`src/rtl/spi_save_pkg.sv`:
```
// Shared opcodes, memory kinds and helpers for the serial save memory.
package spi_save_pkg;

    localparam logic [7:0] OP_PROG    = 8'h02;
    localparam logic [7:0] OP_READ    = 8'h03;
    localparam logic [7:0] OP_WRDIS   = 8'h04;
    localparam logic [7:0] OP_RDSTAT  = 8'h05;
    localparam logic [7:0] OP_WREN    = 8'h06;
    localparam logic [7:0] OP_PWRITE  = 8'h0A;
    localparam logic [7:0] OP_PROBE   = 8'h0B;
    localparam logic [7:0] BYTE_IDLE  = 8'hFF;
    localparam int         ADDR_W     = 24;

    typedef enum logic [1:0] {
        KIND_UNSET = 2'd0,
        KIND_SMALL = 2'd1,
        KIND_EEP   = 2'd2,
        KIND_FLASH = 2'd3
    } mem_kind_e;

    // Number of address bytes a memory kind expects after a data opcode.
    function automatic logic [1:0] addr_bytes(input mem_kind_e k);
        return (k == KIND_FLASH) ? 2'd3 : 2'd2;
    endfunction

    // True for opcodes that act on the status register and take no address.
    function automatic logic is_status_op(input logic [7:0] op);
        return (op == OP_WRDIS) || (op == OP_RDSTAT) || (op == OP_WREN);
    endfunction

endpackage

```
`src/rtl/spi_save_store.sv`:
```
// Byte array backing the save memory.
// Reads are combinational at the given index; a write lands at the clock
// edge, so a read in the same cycle still sees the previous content.
// Assumes DEPTH is a power of two. Reset fills the array with the erased value.
module spi_save_store #(
    parameter int DEPTH = 256,
    parameter int IDX_W = $clog2(DEPTH)
) (
    input  logic             clk,
    input  logic             rst_n,
    input  logic [IDX_W-1:0] idx,
    input  logic             we,
    input  logic [7:0]       wdata,
    output logic [7:0]       rd_data
);
    import spi_save_pkg::*;

    logic [7:0] cells [DEPTH];

    // Erase on reset, otherwise take the write.
    always_ff @(posedge clk) begin
        if (!rst_n) begin
            for (int i = 0; i < DEPTH; i++) cells[i] <= BYTE_IDLE;
        end else if (we) begin
            cells[idx] <= wdata;
        end
    end

    // Combinational read port.
    assign rd_data = cells[idx];

    // a committed byte is visible at its location on the next cycle.
    a_r6_write_lands: assert property (@(posedge clk) disable iff (!rst_n)
        ($past(we) && (idx == $past(idx))) |-> (rd_data == $past(wdata)));

endmodule

```
`src/rtl/spi_save_ctrl.sv`:
```
// Transaction engine of the serial save memory.
// Latches the opcode, collects the address MSB first, runs the status
// commands and the data phase, and registers one response per host byte.
// Assumes cfg_wr and xfer_valid never coincide; the store reads combinationally.
module spi_save_ctrl #(
    parameter int IDX_W = 8
) (
    input  logic             clk,
    input  logic             rst_n,
    input  logic             xfer_valid,
    input  logic [7:0]       xfer_din,
    input  logic             cfg_wr,
    input  logic             cfg_serial,
    input  logic             cfg_hold,
    input  logic             kind_wr,
    input  logic [1:0]       kind_in,
    input  logic [7:0]       rd_data,
    output logic [IDX_W-1:0] st_idx,
    output logic             st_we,
    output logic [7:0]       st_wdata,
    output logic             resp_valid,
    output logic [7:0]       resp_dout,
    output logic [1:0]       kind_out
);
    import spi_save_pkg::*;

    logic [7:0]        cmd_q;
    logic              cmd_vld;
    logic [ADDR_W-1:0] addr_q;
    logic [1:0]        addr_left;
    logic              wen_q;
    logic              wrote_q;
    logic              hold_q;
    mem_kind_e         kind_q;
    logic [7:0]        resp_q;
    logic              resp_vld;

    logic              data_phase;
    logic              pw_ok;
    logic              closing;
    logic [7:0]        status_val;

    // Decode of the current byte's role.
    always_comb begin
        data_phase = xfer_valid && cmd_vld && !is_status_op(cmd_q) && (addr_left == 2'd0);
        pw_ok      = (cmd_q == OP_PWRITE) && (kind_q == KIND_FLASH);
        closing    = cfg_wr && cfg_serial && !hold_q;
        status_val = 8'h00;
        status_val[1] = wen_q;
    end

    // Store port: index from the low address bits, write gated by enable.
    always_comb begin
        st_idx   = addr_q[IDX_W-1:0];
        st_wdata = xfer_din;
        st_we    = data_phase && wen_q && ((cmd_q == OP_PROG) || pw_ok);
    end

    // Transaction state, status register and registered response.
    always_ff @(posedge clk) begin
        if (!rst_n) begin
            cmd_q     <= 8'h00;
            cmd_vld   <= 1'b0;
            addr_q    <= '0;
            addr_left <= 2'd0;
            wen_q     <= 1'b0;
            wrote_q   <= 1'b0;
            hold_q    <= 1'b0;
            kind_q    <= KIND_UNSET;
            resp_q    <= BYTE_IDLE;
            resp_vld  <= 1'b0;
        end else begin
            resp_vld <= xfer_valid;
            if (kind_wr) kind_q <= mem_kind_e'(kind_in);
            if (cfg_wr && cfg_serial) begin
                if (closing) begin
                    cmd_vld <= 1'b0;
                    if (wrote_q) begin
                        wen_q   <= 1'b0;
                        wrote_q <= 1'b0;
                    end
                end
                hold_q <= cfg_hold;
            end else if (xfer_valid) begin
                resp_q <= BYTE_IDLE;
                if (!cmd_vld) begin
                    cmd_q     <= xfer_din;
                    cmd_vld   <= 1'b1;
                    addr_q    <= '0;
                    addr_left <= addr_bytes(kind_q);
                    if (xfer_din == OP_PROBE && kind_q == KIND_UNSET && !kind_wr)
                        kind_q <= KIND_SMALL;
                end else if (is_status_op(cmd_q)) begin
                    case (cmd_q)
                        OP_WREN:   wen_q  <= 1'b1;
                        OP_WRDIS:  wen_q  <= 1'b0;
                        default:   resp_q <= status_val;
                    endcase
                end else if (addr_left != 2'd0) begin
                    addr_q    <= {addr_q[ADDR_W-9:0], xfer_din};
                    addr_left <= addr_left - 2'd1;
                end else begin
                    case (cmd_q)
                        OP_READ: begin
                            resp_q <= rd_data;
                            addr_q <= addr_q + 1'b1;
                        end
                        OP_PROG: begin
                            addr_q <= addr_q + 1'b1;
                            if (wen_q) wrote_q <= 1'b1;
                        end
                        OP_PWRITE: begin
                            if (pw_ok) begin
                                resp_q <= rd_data;
                                addr_q <= addr_q + 1'b1;
                                if (wen_q) wrote_q <= 1'b1;
                            end
                        end
                        default: ;
                    endcase
                end
            end
        end
    end

    assign resp_valid = resp_vld;
    assign resp_dout  = resp_q;
    assign kind_out   = kind_q;

    // the two request sources never coincide.
    a_r1_no_overlap: assert property (@(posedge clk) disable iff (!rst_n)
        !(xfer_valid && cfg_wr));
    // every byte gets a response one cycle later.
    a_r1_resp_follows: assert property (@(posedge clk) disable iff (!rst_n)
        xfer_valid |=> resp_valid);
    // no response without a byte.
    a_r1_resp_quiet: assert property (@(posedge clk) disable iff (!rst_n)
        !xfer_valid |=> !resp_valid);
    // an opcode is taken only from a host byte, with the address cleared.
    a_r2_cmd_rise: assert property (@(posedge clk) disable iff (!rst_n)
        $rose(cmd_vld) |-> ($past(xfer_valid) && addr_q == '0));
    // a transaction ends only through an unheld serial configuration write.
    a_r9_cmd_fall: assert property (@(posedge clk) disable iff (!rst_n)
        $fell(cmd_vld) |-> $past(cfg_wr && cfg_serial && !hold_q));
    // write enable drops only on a close or a disable opcode.
    a_r10_wen_drop: assert property (@(posedge clk) disable iff (!rst_n)
        $fell(wen_q) |-> ($past(cfg_wr) || $past(xfer_valid && cmd_vld && cmd_q == OP_WRDIS)));
    // a read data byte advances the address by one.
    a_r5_addr_step: assert property (@(posedge clk) disable iff (!rst_n)
        (data_phase && cmd_q == OP_READ) |=> (addr_q == $past(addr_q) + 1'b1));
    // a determined kind changes only through a kind load.
    a_r11_kind_keep: assert property (@(posedge clk) disable iff (!rst_n)
        (kind_q != KIND_UNSET && !kind_wr) |=> $stable(kind_q));

endmodule

```
`src/rtl/spi_save_mem.sv`:
```
// Top of the byte-level serial save memory: transaction engine plus array.
// Assumes MEM_BYTES is a power of two no larger than the 24-bit address space.
module spi_save_mem #(
    parameter int MEM_BYTES = 256
) (
    input  logic       clk,
    input  logic       rst_n,
    input  logic       xfer_valid,
    input  logic [7:0] xfer_din,
    input  logic       cfg_wr,
    input  logic       cfg_serial,
    input  logic       cfg_hold,
    input  logic       kind_wr,
    input  logic [1:0] kind_in,
    output logic       resp_valid,
    output logic [7:0] resp_dout,
    output logic [1:0] mem_kind
);
    localparam int IDX_W = $clog2(MEM_BYTES);

    logic [IDX_W-1:0] st_idx;
    logic             st_we;
    logic [7:0]       st_wdata;
    logic [7:0]       rd_data;

    spi_save_ctrl #(.IDX_W(IDX_W)) u_ctrl (
        .clk        (clk),
        .rst_n      (rst_n),
        .xfer_valid (xfer_valid),
        .xfer_din   (xfer_din),
        .cfg_wr     (cfg_wr),
        .cfg_serial (cfg_serial),
        .cfg_hold   (cfg_hold),
        .kind_wr    (kind_wr),
        .kind_in    (kind_in),
        .rd_data    (rd_data),
        .st_idx     (st_idx),
        .st_we      (st_we),
        .st_wdata   (st_wdata),
        .resp_valid (resp_valid),
        .resp_dout  (resp_dout),
        .kind_out   (mem_kind)
    );

    spi_save_store #(.DEPTH(MEM_BYTES), .IDX_W(IDX_W)) u_store (
        .clk     (clk),
        .rst_n   (rst_n),
        .idx     (st_idx),
        .we      (st_we),
        .wdata   (st_wdata),
        .rd_data (rd_data)
    );

endmodule

```
`config.mk`:
```
export PLATFORM = sky130hd
export DESIGN_NAME = spi_save_mem
export DESIGN_NICKNAME = d
export VERILOG_FILES = /design/src/rtl/spi_save_pkg.sv /design/src/rtl/spi_save_store.sv /design/src/rtl/spi_save_ctrl.sv /design/src/rtl/spi_save_mem.sv
export SDC_FILE = /design/constraint.sdc
export NUM_CORES = 2
export LEC_CHECK = 0
export ABC_AREA = 1
export ABC_CLOCK_PERIOD_IN_PS = 3400
export BUFFER_PORTS_ARGS = -buffer_cell sky130_fd_sc_hd__clkbuf_2
export CORE_UTILIZATION = 25
export DETAILED_ROUTE_END_ITERATION = 7
export GPL_TIMING_DRIVEN = 0
export PLACE_DENSITY_LB_ADDON = 0.3
export SLEW_MARGIN = 20
export SYNTH_ARGS = -nofsm -noshare
export SYNTH_HDL_FRONTEND = slang
export SYNTH_HIERARCHICAL = 1
export SYNTH_SLANG_ARGS = --single-unit
```
`constraint.sdc`:
```
create_clock -name clk -period 3.4 [get_ports clk]
set_input_delay 0.17 -clock clk [delete_from_list [all_inputs] [get_ports clk]]
set_output_delay 0.17 -clock clk [all_outputs]
set_load 0.05 [all_outputs]
```
=== Word-level counts from Yosys, hierarchy flattened ===
Memory sizes are Yosys's and may differ from the RTL's. A register that Yosys moved wholly into a read port is not among the register bits.
Index checks and enable logic that the tools add are counted.

* Eq/ne operators: 17
* $add $sub $neg: 2
* Bitwise gates (word level): 2
* Mux-type cells: 47
* Reductions and logical operators: 34

{| class="wikitable"
|+ Operators by type and width
! cell !! count
|-
| $mux 24 || 4
|-
| $mux 8 || 9
|-
| $pmux 24 s2 || 1
|-
| $add 24x1->24 const B || 1
|-
| $eq 8x3->1 const B || 3
|-
| $mux 1 || 22
|-
| $eq 8x2->1 const B || 2
|-
| $eq 8x4->1 const B || 2
|-
| $mux 2 || 8
|-
| $pmux 8 s2 || 1
|-
| $logic_and 1x1->1 || 10
|-
| $ne 2x1->1 const B || 4
|-
| $ne 4x4->1 const B || 2
|-
| $reduce_bool 2->1 || 4
|-
| $reduce_or 8->1 || 1
|-
| $reduce_and 7->1 || 1
|-
| $reduce_and 6->1 || 1
|-
| $reduce_bool 3->1 || 2
|-
| $reduce_and 5->1 || 1
|-
| $logic_not 2->1 || 2
|-
| $ne 2x2->1 const B || 2
|-
| $pmux 1 s2 || 2
|-
| $reduce_and 2->1 || 2
|-
| $reduce_and 4->1 || 1
|-
| other kinds (8) || 14
|}

* Register bits: 49
* Input bits: 17
* Memory bits (writable): 2048
* Logic and storage cells: 113
* Output and inout port bits: 11
* Memories kept: 1

{| class="wikitable"
|+ Memories
! memory !! words !! width !! read ports !! clocked after Yosys merged registers in !! write ports !! RTL line !! RTL
|-
| u_store.cells || 256 || 8 || 1 || 1 || 256 || spi_save_store.sv:18 || <nowiki>logic [7:0] cells [DEPTH];</nowiki>
|}

=== Longest topological paths before layout ===
* Word-level depth: 13
* Depth in mapped cells: 20
* Gate-level depth less buffers: 17

=== Hierarchy ===
The synthesis kept the hierarchy.

{| class="wikitable"
|+ Modules (own cells, without submodules)
! module !! instances !! area an instance (µm²) !! cells an instance
|-
| spi_save_store || 1 || 95295.1 || 10660
|-
| spi_save_ctrl || 1 || 1921.8 || 278
|}

=== Least setup slack after synthesis ===
Ideal clock, no wire load.

* Path kind: reg-to-reg
* From: reg u_ctrl.kind_q[0], in the netlist u_ctrl/kind_out[0]
* To: mem u_store.cells[112][0] (enable)
* Stages on the path, launching flop included: 11
* Clock period less this slack: 2825 ps
* Library setup time: 384 ps
* Arrival time: 2441 ps
* Slack: 575 ps
* Path buffers: 2
* Path through: dfxtp_1 -> nand2_1 -> nand2_1 -> nand4_1 -> a21oi_1 -> nand2_1 -> clkbuf_1 -> nor2_1 -> inv_2 -> buf_2 -> o21ai_0

{| class="wikitable"
|+ RTL lines
! element !! RTL line !! RTL
|-
| from (decl) || spi_save_ctrl.sv:34 || <nowiki>mem_kind_e kind_q;</nowiki>
|-
| from (signal assigned) || spi_save_ctrl.sv:74 || <nowiki>if (kind_wr) kind_q <= mem_kind_e'(kind_in);</nowiki>
|-
| to (decl) || spi_save_store.sv:18 ||
|}

==> flow_summary.ini <==
[placement]
port-buffer-count = 27
dp_cells = 16200
dpl.hpwl_um = 314000
routabilityCongestion = 1.01
postPlaceCellArea_mm2 = 0.105

[setup_path]
ff2ff_setup_slack_ns = -0.1
worstPathRequired_ns = 4.22
crit_path_start_kind = flip-flop
cp_common_cell = nand2_1
r2r_end = u_ctrl/resp_dout[1]
reg2regPathDepth = 16
cp_max_fo = 10
cp_slowest_cell = buf_2
slowest_delay_ns = 0.60
critPathArrivalTime_ns = 4.32
end_kind = flip-flop
rr_startpoint = u_ctrl/addr_q[3]
crit_chain = nand2_1 > inv_1 > buf_2 > clkbuf_2 > nand2_1 > nand2_1 > o21ai_0 > nand2_1 > nor2_2 > nor2_1 > nor2_1 > nand2_4 > nor2_1 > nand2_1 > o21ai_0 > nand2_1
crit_type = flip-flop to flip-flop

[sta]
post-route-period-util = 1.03
slew-limit-headroom = 0.130
worst_pin_slew_ns = 1.31
fin_skew_ns = 0.0902
setup_tns_ns = -0.380
rsz0062_at_grt = yes
final_hold_viol_count = 0
report.final.slew_viol_count = 0
worst_slack_ns = -0.0977
min_period_ns = 3.50
max_freq_ghz = 0.286
timing.final.setup_violations = 25

[synth]
async_reset_ff_frac = 0
synthTopCellsByArea = edfxtp_1 (63%), nand2_1 (26%), o21ai_0 (2.0%)
seq_area_frac_synth = 0.639
syn_avg_cell_area_um2 = 8.89
yosysTopAreaCellShare = 0.633
synth_top_cell_by_area = edfxtp_1
synth-seq-cells = 2081
post-synth-top-count-cell = nand2_1
syn_nets = 11000
syn-instance-count = 10900
synth_warnings = 6
yosysUniqueCellTypes = 33
ys.flop_type = edfxtp_1
synth_commonest_cells = nand2_1 (6854), edfxtp_1 (2048), clkbuf_1 (485)
syn_area_mm2 = 0.0972
synth-edff-count = 2048

[global_route]
met2_usage = 0.311
overflow = 0
grt_busiest_layer = met2
first_global_vias = 73700
grt_use_met1 = 0.276
grt_max_degree = 18
gr-usage-all-layers = 0.211
grt_pass1_wl_um = 576000
antenna_found_initial = 36
globalRouteMet3Util = 0.0598

[clock_network]
clockBufferDepth = 4
htree_levels = 4
clock_tree.root_cell = clkbuf_16
cts_tree = yes
numClockSinks = 2081
insertion_delay_ns = 0.94
cts_buffers = 231
clk_pin_slew_ns = 0.06

[cells_and_area]
fin_nets = 11300
drive_gt1_frac = 0.122
post-route-util = 0.303
final_cell_area_mm2 = 0.117
instances_no_fill = 16700
syn_to_final_growth_pct = 20.3

[pwr]
power_density_mw_per_mm2 = 515
power.switching_mw = 16.7
cellInternalPower_mw = 43.6
p_leak_nw = 37.5
p_seq_frac = 0.468
swShare = 0.277
ir_worst_vdd_mv = 0.447
combPwrFrac = 0.121
clockPowerShare = 0.411

[drt]
routedWlPerCell_um = 25.5
drt_iter0_drc = 11600
drt_pre_antenna_iters = 8
viasPerCell = 4.85
via_count = 80900
drt-total-wl_um = 426000
drc = 2
ant_nets = 0

[floorplanning]
pin_count = 28
initial_core_util = 0.252
rows = 228
die-height_um = 626
die-width_um = 626
coreArea_mm2 = 0.386
dieArea_mm2 = 0.391

[outcome]
status = finished with violations
violations = design-rule violations, negative setup slack

[flow_run]
maxCapViolations = 0

[min_path]
min_path_cells = 4
min_from = xfer_valid
hold_end = u_ctrl/resp_valid
min_path_type = input port to flip-flop
## timing repair
action	in CTS	in global routing
hold buffers	26	0
pin swaps	3	37
setup endpoints to repair	4069	3371
gates resized for setup	725	407
endpoints found under the hold margin	24	0
buffers inserted	2	30
## layer usage
layer / wire length, um / up-vias / share of wire
li1: - / 36000 / -
met2: 181000 / 4491 / 0.42
met5: 137 / - / 0.00032
met1: 166000 / 39500 / 0.39
met3: 52100 / 933 / 0.12
met4: 26600 / 12 / 0.062
## worst max-delay path, delay by kind of cell (launching register included)
family	cells	cell delay (ns)
buf+inv	3	1.29
compound gates	2	0.17
flops	1	0.54
simple gates	11	1.42
## stage by stage
| step | worst slack (ns) | hold slack [ns] | total power [mW] |
|---|---|---|---|
| global route | -0.0779 | 0.0445 | 61.7 |
| detailed placement | -1.46 | 0.403 | 35.3 |
| CTS | -0.0520 | 0.0199 | 60.0 |
| finish | -0.0977 | 0.0629 | 60.3 |
| floorplan | 0.575 | 0.263 | 32.0 |
| global placement | -2.59 | 0.400 | 35.2 |
## flip-flops by register name, indices dropped and copies added (netlist names)
name / cells
u_ctrl/addr_q: 8
u_ctrl/cmd_q: 8
u_ctrl/cmd_vld: 1
u_store/cells: 2048
u_ctrl/resp_dout: 8
u_ctrl/resp_valid: 1
u_ctrl/wen_q: 1
u_ctrl/addr_left: 2
u_ctrl/hold_q: 1
u_ctrl/kind_out: 2
u_ctrl/wrote_q: 1
## kinds of logic (layout without fill, tap and decap cells)
group,count (synthesis),after routing,share of synthesized area
XOR/XNOR,4,4,0.000360
AO/OA/AOI/OAI,510,510,0.0266
multiplexers,1,1,0.000103
AND/OR/NAND/NOR,7493,7493,0.297
flip-flops,2081,2081,0.639
other,0,17,0
adder cells (fa/ha/maj),2,2,0.000257
buffers and inverters,847,1410,0.0362
## area by class of cell
type                    instances  area (um^2)
clock inverters               139         1250
diodes                         17         42.5
repair buffers                149         2280
clock buffers                 275         6000
well taps                    5175         6470
fillers                     40600       269000
inverters                     102          415
plain buffers                 745         3830
multi-input cells            8010        34500
flip-flops and latches       2081        62200
## power by group through the flow
stage / Clock, mW / Combinational (mW) / Sequential, mW
after global routing: 26.0 / 7.56 / 28.2
after detailed placement: 0 / 6.57 / 28.7
after CTS: 25.0 / 6.86 / 28.2
final: 24.8 / 7.32 / 28.2
after global placement: 0 / 6.47 / 28.7
after floorplan: 0 / 3.26 / 28.7
## placed cells by master (no fill, tap or decap), types with 41 or more instances in the layout
cell / synthesis / layout
o21ai_4: 0 / 153
nand3_1: 200 / 196
inv_1: 81 / 76
clkinv_2: 0 / 54
nor2_2: 53 / 91
clkbuf_1: 485 / 346
a21oi_1: 56 / 54
clkbuf_2: 1 / 153
nand2_1: 6854 / 6843
clkbuf_16: 0 / 233
edfxtp_1: 2048 / 2048
o21ai_1: 44 / 62
nor2_4: 33 / 120
o21ai_2: 0 / 95
clkinv_1: 2 / 47
nor2_1: 331 / 206
buf_12: 0 / 41
buf_4: 12 / 77
buf_2: 190 / 174
o21ai_0: 398 / 132
## worst max-delay path by stage
stage                             to                start  cells after the start  slack, ns
6_report         u_ctrl/resp_dout[1]     u_ctrl/addr_q[3]                     16       -0.1
5_1_grt        u_store/cells[102][4]  u_ctrl/addr_left[0]                     13      -0.08
2_1_floorplan  u_store/cells[112][0]   u_ctrl/kind_out[0]                     10       0.57
3_3_place_gp   u_store/cells[237][3]     u_ctrl/addr_q[0]                     10      -2.59
3_5_place_dp   u_store/cells[128][1]  u_ctrl/addr_left[0]                     14      -1.46
4_1_cts         u_store/cells[86][0]  u_ctrl/addr_left[0]                     14      -0.05
Power figures use the tool's default switching activity.
